[src/rtl/vib_seq_pkg.sv]
package vib_seq_pkg;

    typedef enum logic [1:0] {
        PH_IDLE  = 2'b00,
        PH_START = 2'b01,
        PH_DRIVE = 2'b10,
        PH_BRAKE = 2'b11
    } phase_t;

    typedef enum logic [2:0] {
        S_WAKE,
        S_IDLE,
        S_START,
        S_DRIVE,
        S_BRAKE,
        S_HOLD
    } state_t;

endpackage

[src/rtl/vib_tick.sv]
// Millisecond tick: divides the clock by DIV and can be realigned by restart.
module vib_tick #(
    parameter int DIV = 50000
) (
    input  logic clk,
    input  logic rst_n,
    input  logic restart,
    output logic tick
);
    localparam int CW = (DIV > 1) ? $clog2(DIV) : 1;
    localparam logic [CW-1:0] LAST = CW'(DIV - 1);

    logic [CW-1:0] cnt;

    always_ff @(posedge clk or negedge rst_n) begin
        if (!rst_n)
            cnt <= '0;
        else if (restart || cnt == LAST)
            cnt <= '0;
        else
            cnt <= cnt + CW'(1);
    end

    assign tick = !restart && (cnt == LAST);
endmodule

[src/rtl/vib_satcnt.sv]
// Saturating up-counter with synchronous clear.
module vib_satcnt #(
    parameter int W = 8
) (
    input  logic         clk,
    input  logic         rst_n,
    input  logic         clr,
    input  logic         inc,
    output logic [W-1:0] q
);
    always_ff @(posedge clk or negedge rst_n) begin
        if (!rst_n)
            q <= '0;
        else if (clr)
            q <= '0;
        else if (inc && !(&q))
            q <= q + W'(1);
    end
endmodule

[src/rtl/vib_wake.sv]
// Post-reset window during which enable is not observed.
module vib_wake #(
    parameter int CYC = 10000
) (
    input  logic clk,
    input  logic rst_n,
    output logic busy
);
    localparam int CW = $clog2(CYC + 1);
    localparam logic [CW-1:0] DONE = CW'(CYC);

    logic [CW-1:0] cnt;

    assign busy = (cnt != DONE);

    always_ff @(posedge clk or negedge rst_n) begin
        if (!rst_n)
            cnt <= '0;
        else if (busy)
            cnt <= cnt + CW'(1);
    end
endmodule

[src/rtl/vib_seq.sv]
module vib_seq
    import vib_seq_pkg::*;
#(
    parameter int TICK_DIV = 50000,
    parameter int WAKE_CYC = 10000,
    parameter int MS_W     = 8,
    parameter int CAP_MS   = 30,
    parameter int LVL_W    = 7
) (
    input  logic             clk,
    input  logic             rst_n,
    input  logic             en,
    input  logic [MS_W-1:0]  per_ms,
    input  logic [MS_W-1:0]  start_ms,
    input  logic [MS_W-1:0]  brake_ms,
    input  logic [LVL_W-1:0] lvl_cfg,
    input  logic             brake_on,
    output logic [1:0]       phase,
    output logic [LVL_W-1:0] drive_lvl,
    output logic             brake_req,
    output logic             viol
);
    localparam logic [MS_W-1:0] CAP = MS_W'(CAP_MS);

    state_t st, nx;
    phase_t ph;

    logic wake_busy;
    logic tick;
    logic en_q, rise, fall;
    logic running, stopping;
    logic accept, stop_ok, early_fall, early_rise;

    logic [MS_W-1:0]  live_ms, low_ms, need_ms;
    logic [MS_W-1:0]  c_per, c_start, c_brake;
    logic [LVL_W-1:0] c_lvl;
    logic             c_brk;

    // ---- edge detection and event decode ----
    always_ff @(posedge clk or negedge rst_n) begin
        if (!rst_n) en_q <= 1'b0;
        else        en_q <= en;
    end

    assign rise       = en && !en_q;
    assign fall       = !en && en_q;
    assign running    = (st == S_START) || (st == S_DRIVE);
    assign stopping   = (st == S_BRAKE) || (st == S_HOLD);
    assign accept     = (st == S_IDLE) && rise;
    assign stop_ok    = running && !en && (live_ms >= c_per);
    assign early_fall = running && fall && (live_ms < c_per);
    assign early_rise = stopping && rise && (low_ms < need_ms);

    // ---- timing sub-blocks ----
    vib_wake #(.CYC(WAKE_CYC)) u_wake (
        .clk   (clk),
        .rst_n (rst_n),
        .busy  (wake_busy)
    );

    vib_tick #(.DIV(TICK_DIV)) u_tick (
        .clk     (clk),
        .rst_n   (rst_n),
        .restart (accept || stop_ok),
        .tick    (tick)
    );

    // elapsed ms since the accepted start
    vib_satcnt #(.W(MS_W)) u_live (
        .clk   (clk),
        .rst_n (rst_n),
        .clr   (accept),
        .inc   (tick && running),
        .q     (live_ms)
    );

    // elapsed ms since the stop
    vib_satcnt #(.W(MS_W)) u_low (
        .clk   (clk),
        .rst_n (rst_n),
        .clr   (stop_ok),
        .inc   (tick && stopping),
        .q     (low_ms)
    );

    // ---- configuration capture and lockout length ----
    always_ff @(posedge clk or negedge rst_n) begin
        if (!rst_n) begin
            c_per   <= '0;
            c_start <= '0;
            c_brake <= '0;
            c_lvl   <= '0;
            c_brk   <= 1'b0;
        end else if (accept) begin
            c_per   <= per_ms;
            c_start <= start_ms;
            c_brake <= brake_ms;
            c_lvl   <= lvl_cfg;
            c_brk   <= brake_on;
        end
    end

    always_ff @(posedge clk or negedge rst_n) begin
        if (!rst_n)
            need_ms <= '0;
        else if (stop_ok)
            need_ms <= (live_ms > CAP) ? CAP : live_ms;
    end

    always_ff @(posedge clk or negedge rst_n) begin
        if (!rst_n)
            viol <= 1'b0;
        else if (early_fall || early_rise)
            viol <= 1'b1;
    end

    // ---- state register ----
    always_ff @(posedge clk or negedge rst_n) begin
        if (!rst_n) st <= S_WAKE;
        else        st <= nx;
    end

    // ---- next state ----
    always_comb begin
        nx = st;
        unique case (st)
            S_WAKE:  if (!wake_busy) nx = S_IDLE;                 // wake_done
            S_IDLE:  if (accept)     nx = S_START;                // accept
            S_START: begin
                if (stop_ok)                nx = c_brk ? S_BRAKE : S_HOLD;
                else if (live_ms >= c_start) nx = S_DRIVE;        // start_done
            end
            S_DRIVE: if (stop_ok) nx = c_brk ? S_BRAKE : S_HOLD;  // stop_brake / stop_hold
            S_BRAKE: if (low_ms >= c_brake) nx = S_HOLD;          // brake_done
            S_HOLD:  if (low_ms >= need_ms) nx = S_IDLE;          // hold_done
            default: nx = S_WAKE;
        endcase
    end

    // ---- outputs ----
    always_comb begin
        ph        = PH_IDLE;
        drive_lvl = '0;
        brake_req = 1'b0;
        unique case (st)
            S_WAKE, S_IDLE, S_HOLD: ph = PH_IDLE;
            S_START: begin
                ph        = PH_START;
                drive_lvl = '1;
            end
            S_DRIVE: begin
                ph        = PH_DRIVE;
                drive_lvl = c_lvl;
            end
            S_BRAKE: begin
                ph        = PH_BRAKE;
                brake_req = 1'b1;
            end
            default: ph = PH_IDLE;
        endcase
    end

    assign phase = ph;
endmodule

[config.mk]
export PLATFORM = sky130hd
export DESIGN_NAME = vib_seq
export DESIGN_NICKNAME = d
export VERILOG_FILES = /design/src/rtl/vib_seq_pkg.sv /design/src/rtl/vib_tick.sv /design/src/rtl/vib_satcnt.sv /design/src/rtl/vib_wake.sv /design/src/rtl/vib_seq.sv
export SDC_FILE = /design/constraint.sdc
export NUM_CORES = 1
export LEC_CHECK = 0
export BUFFER_PORTS_ARGS = -buffer_cell sky130_fd_sc_hd__clkbuf_2
export CORE_MARGIN = 5
export CORE_UTILIZATION = 64
export CTS_BUF_LIST = sky130_fd_sc_hd__clkbuf_16
export CTS_CLUSTER_DIAMETER = 200
export DETAILED_ROUTE_END_ITERATION = 7
export GPL_TIMING_DRIVEN = 0
export PLACE_DENSITY = 0.82
export SETUP_SLACK_MARGIN = 0.5
export SYNTH_ARGS = -nofsm -noshare
export SYNTH_HDL_FRONTEND = slang
export SYNTH_SLANG_ARGS = --single-unit
[constraint.sdc]
create_clock -name clk -period 4.6 [get_ports clk]
set_clock_uncertainty 0.15 [all_clocks]
set_input_delay 0.46 -clock clk [delete_from_list [all_inputs] [get_ports clk]]
set_output_delay 0.46 -clock clk [all_outputs]
set_load 0.005 [all_outputs]
* Word level (Yosys, flattened, before mapping)
Index checks and enable logic that the tools add are counted.
Word-level totals: bits in registers 91, bits in latches 0, memory bits (writable) 0, memory bits (read-only) 0, input port bits 35, output and inout port bits 11, word-level logic and storage cells 85, memories kept 0
Operators by class: $add $sub $neg 4, $mul 0, div/mod/pow operators 0, $lt $le $gt $ge 7, eq/ne operators 13, shift-type cells 0, multiplexer cells 18, bitwise logic cells 0, reductions and logical operators 30
Operators with widths (number):
- 8-bit two-way mux | 5
- 8-bit greater-or-equal comparator | 4
- 3-bit two-way mux | 7
- 3-bit case mux with 6 select lines | 1
- 16-bit by 1-bit adder with 16-bit output, second input constant | 1
- 8-bit by 1-bit adder with 8-bit output, second input constant | 2
- 16-bit == test, second input constant | 1
- 8-bit < comparator | 2
- 16-bit two-way mux | 1
- 8-bit AND reduction | 2
- 14-bit by 1-bit adder with 14-bit output, second input constant | 1
- 1-bit logical AND | 14
- 14-bit inequality test, second input constant | 1
- 7-bit case mux with 2 select lines | 1
- 8-bit by 5-bit greater-than comparator with 1-bit output, second input constant | 1
- 3-bit by 2-bit == test with 1-bit output, second input constant | 2
- 3-bit == test, second input constant | 2
- 2-bit inequality test, second input constant | 3
- 2-bit case mux with 3 select lines | 1
- 6-bit AND reduction | 1
- 1-bit zero test | 5
- 1-bit logical OR | 5
- 2-bit by 1-bit inequality test with 1-bit output, second input constant | 2
- 2-bit nonzero test | 2
- 4 further kinds | 5

* Logic depth before layout (Yosys ltp)
depth after elaboration 11, mapped depth 9, mapped depth without buffers 8

* By module
A second synthesis with hierarchy kept.
Second synthesis, totals: cell total of the unflattened synthesis 534, area, all modules 5240.0 µm²
Modules (own cells, without submodules):
- vib_seq | instances 1, cells an instance 298, area an instance 2713.9 µm², sequential area each 1126.1 µm²
- vib_satcnt | instances 2, cells an instance 47, area an instance 505.5 µm², sequential area each 200.2 µm²
- vib_tick | instances 1, cells an instance 82, area an instance 842.1 µm², sequential area each 400.4 µm²
- vib_wake | instances 1, cells an instance 60, area an instance 673.1 µm², sequential area each 350.3 µm²

* Worst setup path before layout
No wires, ideal clock.
path kind register to register, start point register u_live.q[7], end point register need_ms[2], library setup time 0.124 ns, data arrival time 1.930 ns, required time 4.326 ns, setup slack 2.395 ns, stages on the path, launching flop included 9, path buffers 1, period minus slack after synthesis 2.205 ns, cells stage by stage dfrtp_1 -> ha_1 -> nand4_1 -> or3_1 -> a31o_2 -> and2_1 -> buf_2 -> nor3_1 -> a21oi_1
Between the ends: cells in the longest elaborated chain, start to end 2, elaborated cells on any way between the ends 4, classes of those cells order compare: 2; mux: 1; reduce/logical: 1
RTL lines:
- start: declaration | line vib_satcnt.sv:9 | output logic [W-1:0] q
- start signal: assignment | line vib_satcnt.sv:17 | q <= q + W'(1);
- 8-bit by 5-bit greater-than comparator with 1-bit output / 8-bit greater-or-equal comparator (equally long branches) | line vib_seq.sv:107, vib_seq.sv:50
- 8-bit two-way mux / 1-bit logical AND (equally long branches) | line vib_seq.sv:107, vib_seq.sv:50
- end signal: assignment | line vib_seq.sv:107 | need_ms <= (live_ms > CAP) ? CAP : live_ms;
- end: declaration | line vib_seq.sv:34 | logic [MS_W-1:0] live_ms, low_ms, need_ms;
Parallel ways exist; a longest one is shown, timed or not. A chain may end at the register's enable or synchronous reset.

* Worst setup path after layout
start point register u_live.q[1], end point register u_tick.cnt[12]
Between the ends: cells in the longest elaborated chain, start to end 5
RTL lines:
- 8-bit greater-or-equal comparator | line vib_seq.sv:50 | assign stop_ok = running && !en && (live_ms >= c_per);
- 1-bit logical AND | line vib_seq.sv:50
- 1-bit logical OR | line vib_seq.sv:64 | .restart (accept || stop_ok),
- 1-bit logical OR | line vib_tick.sv:18 | else if (restart || cnt == LAST)
- 16-bit two-way mux | line vib_tick.sv:18
- end signal: assignment | line vib_tick.sv:21 | cnt <= cnt + CW'(1);
- end: declaration | line vib_tick.sv:13 | logic [CW-1:0] cnt;
Every way passes these cells.

==> results.toml <==
[sta]
final-hold-violation-count = 24
fin_setup_tns_ps = 0
tightestPinTransition_ps = 580
fmax_ghz = 0.396
slew_viol_final = 0
maxSlewHeadroom_pct = 61.3
fin_crit_ps = 2530
rsz0062_at_grt = "no"
holdWs_ps = -19.0
finalCritPeriodShare_pct = 54.9
finalSetupViolCount = 0

[synth]
syn_nets = 532
ys_seq_area_share_pct = 47.0
ys_top_cells_by_area = "dfrtp_1 (47%), ha_1 (9.8%), mux2_2 (7.4%), xnor2_1 (3.8%), inv_1 (3.6%)"
synth_cell_types = 50
synth_top_area_share_pct = 47.0
yosysMostFrequentCell = "dfrtp_1"
synth_top_area_cell = "dfrtp_1"
synthArstFlopShare_pct = 100
ys.warnings.count = 0
netlist_top_cells_count = "dfrtp_1 (91), inv_1 (47), nor2_1 (39)"
synth_edf_count = 0
ys_ff_latch = 91
synth_flop_cell = "dfrtp_1"
postSynthCellCount = 459
syn_area_mm2 = 0.00485
avgSynthCellArea_um2 = 10.6

[clock_network]
cts.repair.resized = 0
root_buffer = "clkbuf_16"
cts_made_buffers = 9
cts_num_sinks = 91
clock_path_buffers = 2
clock_latency_ps = 340
cts_hold_buf = 0
htree_levels = 3
post-cts-setup-buffers = 0
cts.clk_slew.worst_paths_ps = 60
cts_tree = "built"

[drt]
route.vias.total = 3601
drt_iter0_drc = 181
drc_errors = 0
dr.pass1.iters = 5
wire_per_inst_um = 16.1
routed_wl_um = 10000
ant_nets = 0
viasPerCell = 5.81

[setup_path]
ff2ff_path_depth = 8
startpoint_type = "flip-flop"
endpoint_kind = "flip-flop"
critPathSlowestCell = "dfrtp_1"
r2r_slack_ps = 2070
crit_required_ps = 4720
critical_path_class = "flip-flop to flip-flop"
path_cells = "ha_1, nor2b_1, o211ai_1, a31o_2, and2_1, nand3_2, buf_2, nor2_1"
r2r-end = "u_tick.cnt[12]"
r2r_start = "u_live.q[1]"
worstPathArrival_ps = 2640
crit_fanout = 10
critPathMaxStageDelay_ps = 470

[finish]
final_cell_area_mm2 = 0.00554
final_nets = 589
area_growth_pct = 14.3
n_antenna_cell = 0
stdcell_count = 620
layout-drive-gt1-share_pct = 21.3
fillers = 499

[placed_design]
placed_cell_area_mm2 = 0.00523
io_buffer_count = 45
dp.cells = 604
dp_hpwl_um = 7050
place.gp.congestion = 0.856

[hold_path]
hold_class = "input port to async pin"

[grt]
use_met2_pct = 38.3
gr-total-overflow = 0
grt_util_met1_pct = 27.8
antenna_found_initial = 0
grt_use_total_pct = 22.3
grt_pass1_vias = 3755
grt_pass1_wl_um = 17400
top_usage_layer = "met2"
met3_usage_pct = 4.53
grt_start_max_net_pins = 53

[floorplanning]
core_area_mm2 = 0.00733
die_area_mm2 = 0.00942
die_w_um = 97.0
die_h_um = 97.0
io_pins = 46
rows = 31
start_util_pct = 66.1

[run_status]
status = "finished with violations"
violations = "negative hold slack"

[run]
drv_cap = 0

[power]
power_mw = 2.93
power_density_mw_per_mm2 = 528
p_leak_nw = 2.67
ir_drop_uv = 371
[stage by stage]
step / worst slack (ps) / util (%)
global placement: 1910 / 70.9
floorplan: 2400 / -
finish: 2070 / 75.6
detailed placement: 2130 / 71.3
CTS: 2090 / 75.6
global route: 1960 / 75.6
[state kept, by name, indices dropped and copies added (netlist names), 3 cells and up]
| name | flops |
|---|---|
| u_tick.cnt | 16 |
| u_wake.cnt | 14 |
| c_brake | 8 |
| c_per | 8 |
| c_start | 8 |
| need_ms | 8 |
| u_live.q | 8 |
| u_low.q | 8 |
| c_lvl | 7 |
| st | 3 |
[critical path: cells and delay by family (launching register included)]
| kind | cells | cell delay (ps) |
|---|---|---|
| DFF | 1 | 470 |
| and+or+nand+nor | 4 | 730 |
| adders and majority gates | 1 | 350 |
| AOI/OAI and AO/OA | 2 | 490 |
| buffers and inverters | 1 | 250 |
[power breakdown]
part | internal [mW] | switching (mW)
logic | 0.448 | 0.492
clock network | 0.474 | 0.306
registers | 1.04 | 0.169
total | 1.96 | 0.968
[final cells by class]
class	count	area, um^2	share of cell area (%)
tap	99	124	2.23
inverter	47	176	3.18
buffer	11	51.3	0.926
clock inverter	7	90.1	1.63
multi-input combinational	310	2340	42.3
timing repair buffer	46	255	4.60
clock buffer	9	225	4.06
sequential	91	2280	41.1
[layer usage]
layer | up-vias | wire (um)
li1 | 1717 | -
met4 | 0 | 189
met5 | - | 0
met1 | 1766 | 4150
met3 | 19 | 460
met2 | 99 | 5210
[logic make-up after synthesis]
logic type	synth area share (%)
AND/OR/NAND/NOR	15.4
AO/OA/AOI/OAI	9.14
buffers and inverters	4.70
multiplexers	7.64
flip-flops	47.0
adder cells (fa/ha/maj)	9.81
XOR/XNOR	6.32
[how the worst max path moves through the flow]
| stage | from | endpoint | slack, ps | cells past startpoint |
|---|---|---|---|---|
| final | u_live.q[1] | u_tick.cnt[12] | 2070 | 8 |
| after global routing | u_live.q[1] | u_tick.cnt[12] | 1960 | 8 |
| after CTS | u_live.q[1] | u_tick.cnt[12] | 2090 | 8 |
| after detailed placement | u_low.q[0] | st[0] | 2130 | 8 |
| after global placement | rst_n | u_live.q[3] | 1910 | 1 |
| after floorplan | u_live.q[7] | need_ms[2] | 2400 | 8 |
[placed cells by master (no fill, tap or decap), types with 4 or more instances in the layout]
master | synthesis | final
a21oi_1 | 18 | 18
and3_1 | 7 | 7
clkbuf_1 | 8 | 8
clkbuf_16 | 0 | 9
clkbuf_2 | 0 | 44
dfrtp_1 | 91 | 91
ha_1 | 38 | 38
inv_1 | 47 | 47
mux2_2 | 32 | 32
nand2_1 | 25 | 25
nand3_1 | 20 | 20
nand4_1 | 15 | 15
nor2_1 | 39 | 39
nor2b_1 | 4 | 4
nor3_1 | 9 | 9
o211ai_1 | 6 | 6
o21ai_0 | 14 | 14
o31ai_2 | 5 | 5
xnor2_1 | 21 | 21
xor2_1 | 14 | 14
(Power assumes the default switching activity.)
